===== config.mk =====
export PLATFORM = sky130hd
export DESIGN_NAME = irq_event_reg
export DESIGN_NICKNAME = d
export VERILOG_FILES = /design/src/rtl/irq_evt_pkg.sv /design/src/rtl/irq_sticky_cell.sv /design/src/rtl/irq_iso_summary.sv /design/src/rtl/irq_event_reg.sv
export SDC_FILE = /design/constraint.sdc
export NUM_CORES = 1
export LEC_CHECK = 0
export BUFFER_PORTS_ARGS = -buffer_cell sky130_fd_sc_hd__buf_2
export CORE_MARGIN = 1
export CORE_UTILIZATION = 31
export DETAILED_ROUTE_END_ITERATION = 7
export PLACE_DENSITY_LB_ADDON = 0.08
export SLEW_MARGIN = 20
export SYNTH_ARGS = -nofsm -noshare
export SYNTH_HDL_FRONTEND = slang
export SYNTH_HIERARCHICAL = 1
export SYNTH_SLANG_ARGS = --single-unit

===== constraint.sdc =====
create_clock -name clk -period 0.8 [get_ports clk]
set_input_delay 0.12 -clock clk [delete_from_list [all_inputs] [get_ports clk]]
set_output_delay 0.12 -clock clk [all_outputs]
set_load 0.005 [all_outputs]

===== src/rtl/irq_evt_pkg.sv =====
package irq_evt_pkg;
  localparam int REG_W    = 32;
  localparam int B_BUSRST = 17;
  localparam int B_SELFID = 16;
  localparam int B_IRX    = 7;
  localparam int B_ITX    = 6;
  localparam logic [REG_W-1:0] STICKY_MASK = 32'h0003_033F;
endpackage


===== src/rtl/irq_sticky_cell.sv =====
module irq_sticky_cell (
  input  logic clk,
  input  logic rst_n,
  input  logic set_i,
  input  logic clr_i,
  input  logic kill_i,
  output logic q_o
);
  always_ff @(posedge clk) begin
    if (!rst_n)      q_o <= 1'b0;
    else if (kill_i) q_o <= 1'b0;
    else if (set_i)  q_o <= 1'b1;
    else if (clr_i)  q_o <= 1'b0;
  end

  // any set without kill leaves the bit high
  a_r5_set_wins: assert property (@(posedge clk) disable iff (!rst_n)
    (set_i && !kill_i) |=> (!rst_n || q_o));
  // a lone clear drops the bit
  a_r3_clear_takes: assert property (@(posedge clk) disable iff (!rst_n)
    (clr_i && !set_i && !kill_i) |=> (!rst_n || !q_o));
  // with no request the bit keeps its value
  a_r2_sticky_hold: assert property (@(posedge clk) disable iff (!rst_n)
    (!set_i && !clr_i && !kill_i) |=> (!rst_n || q_o == $past(q_o)));
endmodule


===== src/rtl/irq_iso_summary.sv =====
module irq_iso_summary #(
  parameter int CTX_N = 4
) (
  input  logic [CTX_N-1:0] evt_i,
  input  logic [CTX_N-1:0] msk_i,
  output logic             any_o
);
  logic [CTX_N-1:0] hit;
  for (genvar c = 0; c < CTX_N; c++) begin : g_ctx
    assign hit[c] = evt_i[c] & msk_i[c];
  end
  assign any_o = |hit;
endmodule


===== src/rtl/irq_event_reg.sv =====
module irq_event_reg
  import irq_evt_pkg::*;
#(
  parameter int CTX_N = 4
) (
  input  logic             clk,
  input  logic             rst_n,
  input  logic [31:0]      hw_evt_i,
  input  logic             wr_set_i,
  input  logic             wr_clr_i,
  input  logic [31:0]      wr_data_i,
  input  logic             rd_stb_i,
  output logic [31:0]      rd_data_o,
  input  logic [CTX_N-1:0] irx_evt_i,
  input  logic [CTX_N-1:0] irx_msk_i,
  input  logic [CTX_N-1:0] itx_evt_i,
  input  logic [CTX_N-1:0] itx_msk_i
);
  logic [REG_W-1:0] set_req, clr_req, view;
  logic irx_any, itx_any;

  assign set_req = hw_evt_i | ({REG_W{wr_set_i}} & wr_data_i);
  assign clr_req = {REG_W{wr_clr_i}} & wr_data_i;

  irq_iso_summary #(.CTX_N(CTX_N)) u_irx (
    .evt_i(irx_evt_i), .msk_i(irx_msk_i), .any_o(irx_any));
  irq_iso_summary #(.CTX_N(CTX_N)) u_itx (
    .evt_i(itx_evt_i), .msk_i(itx_msk_i), .any_o(itx_any));

  for (genvar i = 0; i < REG_W; i++) begin : g_bit
    if (STICKY_MASK[i]) begin : g_sticky
      logic kill;
      if (i == B_SELFID) begin : g_kill
        assign kill = set_req[B_BUSRST];
      end else begin : g_nokill
        assign kill = 1'b0;
      end
      irq_sticky_cell u_cell (
        .clk(clk), .rst_n(rst_n), .set_i(set_req[i]), .clr_i(clr_req[i]),
        .kill_i(kill), .q_o(view[i]));
    end else if (i == B_IRX) begin : g_irx
      assign view[i] = irx_any;
    end else if (i == B_ITX) begin : g_itx
      assign view[i] = itx_any;
    end else begin : g_rsvd
      assign view[i] = 1'b0;
    end
  end

  always_ff @(posedge clk) begin
    if (!rst_n)        rd_data_o <= '0;
    else if (rd_stb_i) rd_data_o <= view;
  end

  // a bus-reset set leaves self-ID low after the edge
  a_r6_busrst_kills_selfid: assert property (@(posedge clk) disable iff (!rst_n)
    set_req[B_BUSRST] |=> (!rst_n || (view[B_SELFID] == 1'b0 && view[B_BUSRST])));
  // the captured word is the word seen on the strobe cycle
  a_r10_read_capture: assert property (@(posedge clk) disable iff (!rst_n)
    rd_stb_i |=> (!rst_n || rd_data_o == $past(view)));
  // without a strobe the read register holds
  a_r10_read_hold: assert property (@(posedge clk) disable iff (!rst_n)
    !rd_stb_i |=> (!rst_n || rd_data_o == $past(rd_data_o)));
endmodule


==> impl_summary.md, run 1 <==
STA
The count of endpoints failing setup in the final report is 12. The maximum operating frequency is 1.21 GHz. Setup repair after global routing could not meet its margin everywhere.

The final-report hold violation count is 0. The count of pins over their slew limit is 0. Once routing completed, OpenROAD measured the worst setup slack at -0.0233 ns.

The setup skew after layout is roughly 0.0020 ns. The share of the clock period used by the worst path after layout is 1.03. The clock period minus worst slack is around 0.8 ns.

Global route
The number of global-route vias before repair is roughly 940. The first global-routing pass estimated 4.13 mm of wire. The total track usage is 0.133. After global routing the overflow that remains totals 0. The initial antenna violation count is 0. The maximum number of pins on one net before global-route repair is 23.

Floorplanning
The initial utilization of the core area, before any placement, comes to 0.324. The core region area is between 0.003 and 0.004 mm². The horizontal die dimension is between 60 and 70 µm. The area of the die is roughly 0.0041 mm². The overall die height is 63.8 µm. The count of pins on the block boundary is approximately 120. The floorplan has 22 rows.

Logic synthesis
The share of flip-flops with an asynchronous set or reset is 0. Yosys printed 6 warnings. Of the synthesized area, sequential elements account for 0.372. In this run, synthesis produced a sequential element count of 22. The commonest cells after synthesis are sky130_fd_sc_hd__dfxtp_1, sky130_fd_sc_hd__nor2b_1, sky130_fd_sc_hd__buf_4. After synthesis the cells add up to between 0.001 and 0.0015 mm². The most used flip-flop cell after synthesis is sky130_fd_sc_hd__dfxtp_1.

Of the post-synthesis cell area, the dominant cell type holds 0.372. Synthesis produced between 100 and 150 cells. The synthesized area per cell is 9.40 µm². The distinct cell type count after synthesis is 14. The synthesized design contains 0 enable-type register cells.

The biggest area contributor in the post-synthesis netlist is sky130_fd_sc_hd__dfxtp_1. Ranked by total cell area, the synthesized netlist is headed by sky130_fd_sc_hd__dfxtp_1, sky130_fd_sc_hd__buf_4, sky130_fd_sc_hd__nor2b_1, sky130_fd_sc_hd__mux2i_1, sky130_fd_sc_hd__o211a_1.

Worst setup path
The critical path arrival is ~0.70 ns. The number of buffers and inverters on the critical path is 1. In this run the critical register-to-register path is launched from g_bit[4].g_sticky.u_cell/q_o. The type of element capturing the critical path is an output pin.

Setup slack on the worst reg-to-reg path comes out at ~0.060 ns. On the worst path, the slowest cell contributes a delay of around 0.33 ns. The dominant delay contributor by cell family on the critical path is flip-flops.

Of all nets on the critical path, the largest fanout is 2. The startpoint-to-endpoint class of the critical path is flip-flop to output pin. STA puts the critical path data required time at about 0.7 ns. The worst setup path is launched from a flip-flop. The critical path goes through buf_2.

In this run the critical register-to-register path is captured at g_bit[4].g_sticky.u_cell/q_o. The length in cells of the worst reg-to-reg path is 2. The slowest stage of the critical path is the sky130_fd_sc_hd__dfxtp_2 cell.

Pwr
The internal power of the cells totals roughly 1.7 mW. The power spent charging and discharging nets is 0.548 mW. For this design the ratio of total power to cell area is 1440 mW/mm². Of the total power, combinational logic draws 0.178. The worst supply voltage drop on vdd is about 0.67 mV. The share of total power consumed by net switching is 0.242. The portion of total power attributed to sequential cells is 0.520. For this design the static power due to leakage is 0.892 nW.

The clock group share of total power is 0.302.

Run status
The run finished, with violations left. The final reports fail on DRC, setup timing.

Placed design
Prior to clock tree synthesis, the placed netlist has a worst setup slack of -0.0532 ns. The total half-perimeter wirelength after legalization and detailed placement is between 1.5 and 2 mm. The number of I/O port buffers is 52. Routability-driven placement finished with a final weighted congestion of 0.708. The post-place instance area is 0.00148 mm².

The number of placed cells counting well taps is 233.

Clock tree
TritonCTS created 3 clock buffers. For the worst-skew pair, the clock arrives at the later sink with an insertion delay of between 0.2 and 0.3 ns. The H-tree depth is 1.

TritonCTS built the clock tree. The largest buffer count on any clock path is 2. After clock tree synthesis, the clock-pin slew on the worst setup and hold paths is ~0.080 ns. The clock sink count is 22. The cell at the root of the clock tree is sky130_fd_sc_hd__clkbuf_8.

Layout
The finished layout holds approximately 240 standard cells, fillers aside. The cell area after layout is between 0.0015 and 0.002 mm². Relative to the synthesized area, the layout overhead comes to 33.1%. 0 antenna diodes ended up in the layout. The number of nets in the layout is ~280.

Of the cells placed in the final design, the portion with a size suffix greater than 1 is 0.374.

Min path
The worst hold path terminates at g_bit[16].g_sticky.u_cell/q_o. The instance count along the most critical hold path is 3. In this run the worst hold path is classified as input port to flip-flop. The startpoint of the tightest hold check path is hw_evt_i[16].

Routing
In the routed layout, each cell is associated on average with a via count of around 4.1. Dividing the detail-routed wire length by the instance count gives approximately 10 µm. The iteration-0 DRC count of the detailed router is 12. The number of detailed-routing iterations run before antenna repair is 6. Once detail routing completed, the nets flagged for antenna violations numbered 0.

After detailed routing, the total wire length is between 2 and 2.5 mm. The final route contains roughly 990 vias. The number of remaining DRC errors is 1.

Run
The tool flagged a number of max-cap violations equal to 0.
-- per-layer routing --
layer  GRT usage  wire length [µm]  part of all wire  vias up
met5           0                 0                 0        -
met4      0.0597                38             0.015        0
met3      0.0268               115             0.047        4
met2       0.243              1220              0.50       36
met1       0.146              1070              0.44      453
li1            -                 -                 -      494
-- sequential cells by signal (all words and copies together), names as in the netlist --
name and cells:
rd_data_o 12, g_bit.g_sticky.u_cell/q_o 10
-- power groups by stage --
| stage | sequential, mW | clock, mW | combinational [mW] |
|---|---|---|---|
| final | 1.18 | 0.683 | 0.403 |
| after global routing | 1.18 | 0.763 | 0.457 |
| after CTS | 1.17 | 0.708 | 0.402 |
| after detailed placement | 1.20 | 0 | 0.394 |
| after floorplan | 1.19 | 0 | 0.276 |
| after global placement | 1.19 | 0 | 0.383 |
-- worst max path at each step --
stage,endpoint,cells after the start,slack [ns],startpoint
floorplan,g_bit[9].g_sticky.u_cell/q_o,3,0.05,wr_set_i
global placement,g_bit[17].g_sticky.u_cell/q_o,3,-0.03,wr_set_i
detailed placement,g_bit[5].g_sticky.u_cell/q_o,4,-0.05,wr_clr_i
CTS,rd_data_o[9],1,-0.03,rd_data_o[9]
global route,rd_data_o[8],1,-0.05,rd_data_o[8]
finish,rd_data_o[9],1,-0.02,rd_data_o[9]
-- stage by stage --
stage,setup TNS (ns),utilization,power (mW),hold WS (ns)
floorplan,0,-,1.47,0.248
global placement,-0.174,0.404,1.58,0.431
detailed placement,-0.367,0.404,1.59,0.439
CTS,-0.268,0.425,2.28,0.167
global route,-0.506,0.431,2.40,0.172
finish,-0.187,0.431,2.26,0.169
-- area by class of cell --
| type | count | area [µm²] |
|---|---|---|
| fill | 371 | 2080 |
| multi-input combinational | 99 | 642 |
| sequential | 22 | 455 |
| timing repair buffer | 56 | 340 |
| tap | 48 | 60.1 |
| clock buffer | 3 | 41.3 |
| inverter | 10 | 37.5 |
-- what timing repair did --
| action | CTS | global route |
|---|---|---|
| endpoints found under the setup margin | 12 | 12 |
| hold buffers | 0 | 0 |
| resized for setup | 12 | 4 |
| setup buffers | 2 | 0 |
-- layout by cell type, fill, tap and decap left out, drive strengths merged --
master,n
nand2,2
conb,29
mux2i,12
o211a,10
inv,10
dfxtp,22
a21o,10
a22oi,4
nor2b,22
clkbuf,3
and2,10
buf,56
-- cell families after synthesis --
logic type | count (synthesis) | synth area share
flip-flops | 22 | 0.372
AO/OA/AOI/OAI | 24 | 0.173
other | 1 | 0.00316
multiplexers | 12 | 0.101
AND/OR/NAND/NOR | 34 | 0.175
buffers and inverters | 33 | 0.175
No activity file was read; power rests on OpenSTA's default activity.
==> run 2, diff against run 1 <==
Settings changed: CELL_PAD_IN_SITES_DETAIL_PLACEMENT from default to 0, CELL_PAD_IN_SITES_GLOBAL_PLACEMENT from default to 2, CORE_ASPECT_RATIO from default to 0.8, CORE_UTILIZATION 31 to 17.
==> run 2 against run 1 <==
Against the previous run:
- the run ends with setup timing left
- sequential power hardly changed
- die area is 79% higher
- cell count is 14% higher
- design area is 1.9% higher
- critical endpoint is now rd_data_o[0]
==> impl_summary.md, run 2 (synthesis gave the netlist of run 1 again) <==
Worst setup path
The critical path ends at rd_data_o[0]. The length in cells of the worst reg-to-reg path came to 3 (+1). The required time reported for the critical path endpoint is 0.68 ns (about the same). The worst setup path startpoint is rd_data_o[0]. The signal on the critical path passes through buf_2. The beginning of the worst register-to-register path is rd_data_o[3]. The setup slack on the worst flop-to-flop path is 0.06 ns (about the same). For this design, the slowest cell found on the critical path is sky130_fd_sc_hd__dfxtp_2. The maximum cell stage delay along the critical path is 0.33 ns (about the same). The type of element capturing the critical path is an output pin.

In this run the critical register-to-register path is captured at rd_data_o[3]. The critical path arrival is 0.71 ns (about the same). The cell family contributing the most delay on the critical path is flip-flops. The startpoint-to-endpoint class of the critical path is flip-flop to output pin. The worst-path maximum fanout is 2 (unchanged). The instance count on the critical path is 1 (unchanged).

The critical path startpoint category is a flip-flop. The buffers plus inverters on the worst setup path was 1 (unchanged).

Clock tree
The latest clock arrival within the worst-skew pair came to 0.26 ns (about the same). The clock sink count was 22 (unchanged). The number of hold buffers added after CTS is 0 (unchanged).

The clock-pin transition on the worst setup and hold timing paths is 0.08 ns (about the same). The number of buffers added by the clock tree synthesis step came to 3 (unchanged). The largest buffer count on any clock path is 2 (unchanged). Clock tree synthesis selected as its root buffer the cell sky130_fd_sc_hd__clkbuf_8. The H-tree depth is 1 (unchanged). The clock tree from TritonCTS is built.

Routing
The detail-routed via count per cell was 3.50 (-16%). The number of remaining DRC errors is 0 (-1). The via count is 953 (-3.4%). The post-detailed-route count of antenna-violating nets is 0 (unchanged). The sum of routed wire length over all layers is 2.79 mm (+14%). The iteration-0 DRC count of the detailed router is 12 (unchanged). The average wire per standard cell is 10.2 µm (-0.55%).

The number of detailed-routing iterations run before antenna repair is 3 (-3).

Floorplanning
The horizontal die dimension came to 95.3 µm (+49%). The core region area is 0.00657 mm² (+79%). The overall die height is 76.7 µm (+20%). The count of pins on the block boundary is 117 (unchanged). The area of the die is 0.00731 mm² (+79%). The effective utilization at floorplan is 0.180 (-0.143). The site row count is 26 (+18%).

Layout
Compared with the post-synthesis result, the final layout area differs by 35.6%. The flip-flop count of the largest register after layout is 12 (unchanged). The largest register by flop count is rd_data_o. The fraction of final layout cells sized beyond drive strength 1 is 0.367 (-0.00666). The number of filler instances in the final layout is 740 (+99%). The number of nets in the layout is 275 (-0.72%).

The number of antenna cells inserted is 0 (unchanged). The cell area after layout is 0.00161 mm² (+1.9%). In the final layout, the registers with the most flip-flops are rd_data_o (12), g_bit.g_sticky.u_cell/q_o (10). The leading cell type in the layout, fill and taps excluded is sky130_fd_sc_hd__buf_2. The utilization after layout is 0.244 (-0.186). The top cell types in the final layout, fill and taps aside, are sky130_fd_sc_hd__buf_2, sky130_fd_sc_hd__conb_1, sky130_fd_sc_hd__nor2b_1.

STA
The final-report hold violation count is 0 (unchanged). The maximum operating frequency is 1.21 GHz (-0.54%). Setup repair after global routing could not meet its margin everywhere.

The count of pins over their slew limit is 0 (unchanged). The clock period minus worst slack is 0.828 ns (+0.00451 ns). The share of the clock period used by the worst path after layout is 1.03 (+0.00563). The setup skew after layout came to 0.00101 ns (-0.000965 ns).

The count of endpoints failing setup in the final report came to 12 (unchanged). The worst path setup slack after routing is -0.0278 ns (-0.00451 ns). The worst hold slack after final layout is 0.177 ns (+0.00799 ns).

Placed design
The worst slack after detailed placement was -0.0610 ns (-0.00783 ns). The total half-perimeter wirelength after legalization and detailed placement was 2.07 mm (+17%). The number of I/O port buffers came to 52 (unchanged).

The post-place instance area came to 0.00151 mm² (+1.7%). The placer congestion estimate is 0.617 (-13%).

Run status
The run finished, with violations left. The final reports fail on setup timing.

Pwr
The static leakage is 0.880 nW (-1.4%). The power per cell area is 1400 mW/mm² (-2.2%). The worst supply voltage drop on vdd is 0.400 mV (-40%).

Global route
The residual overflow from global routing is 0 (unchanged). The first-pass GRT wire length is 4.58 mm (+11%). The total track usage is 0.0818 (-0.0512). The maximum number of pins on one net before global-route repair came to 23 (unchanged). The number of global-route vias before repair is 974 (+3.9%). The initial antenna violation count was 0 (unchanged).

Min path
The class of the tightest hold or removal check is input port to flip-flop.

Run
The total of max-cap violations is 0 (unchanged).
## run 2: metrics by stage
step / setup TNS (ns) / cells / power [mW]
CTS: -0.408 / 272 / 2.33
global route: -0.542 / 272 / 2.40
global placement: -0.430 / 268 / 1.58
floorplan: 0 / 154 / 1.47
detailed placement: -0.499 / 268 / 1.59
finish: -0.158 / 272 / 2.25
## run 2: what timing repair did
action / 4_1_cts / 5_1_grt
resized for setup: 16 / 2
buffers inserted: 1 / 0
setup endpoints to repair: 12 / 12
## run 2: layer usage
layer | wire, µm | share of wire | vias to the layer above | track usage
li1 | - | - | 490 | -
met1 | 1220 | 0.44 | 432 | 0.0967
met2 | 1350 | 0.49 | 29 | 0.139
met3 | 193 | 0.069 | 2 | 0.0298
met4 | 17 | 0.0061 | 0 | 0.0182
met5 | 0 | 0 | - | 0
## run 2: worst min-delay path by stage
stage,start,end,cells after the start
CTS,hw_evt_i[16],g_bit[16].g_sticky.u_cell/q_o,3
finish,hw_evt_i[16],g_bit[16].g_sticky.u_cell/q_o,3
detailed placement,hw_evt_i[4],g_bit[4].g_sticky.u_cell/q_o,3
global route,hw_evt_i[16],g_bit[16].g_sticky.u_cell/q_o,3
global placement,hw_evt_i[16],g_bit[16].g_sticky.u_cell/q_o,3
floorplan,rst_n,rd_data_o[17],1
## run 2: final cells by class
| cell class | instances | area [µm²] | share of cell area |
|---|---|---|---|
| clock buffers | 3 | 41.3 | 0.0257 |
| well taps | 84 | 105 | 0.0654 |
| multi-input cells | 99 | 642 | 0.400 |
| inverters | 10 | 37.5 | 0.0234 |
| flip-flops and latches | 22 | 455 | 0.283 |
| repair buffers | 54 | 325 | 0.202 |
## run 2: power breakdown
part	internal, mW	switching (mW)
clock network	0.335	0.338
registers	1.15	0.0266
logic	0.225	0.178
total	1.71	0.542
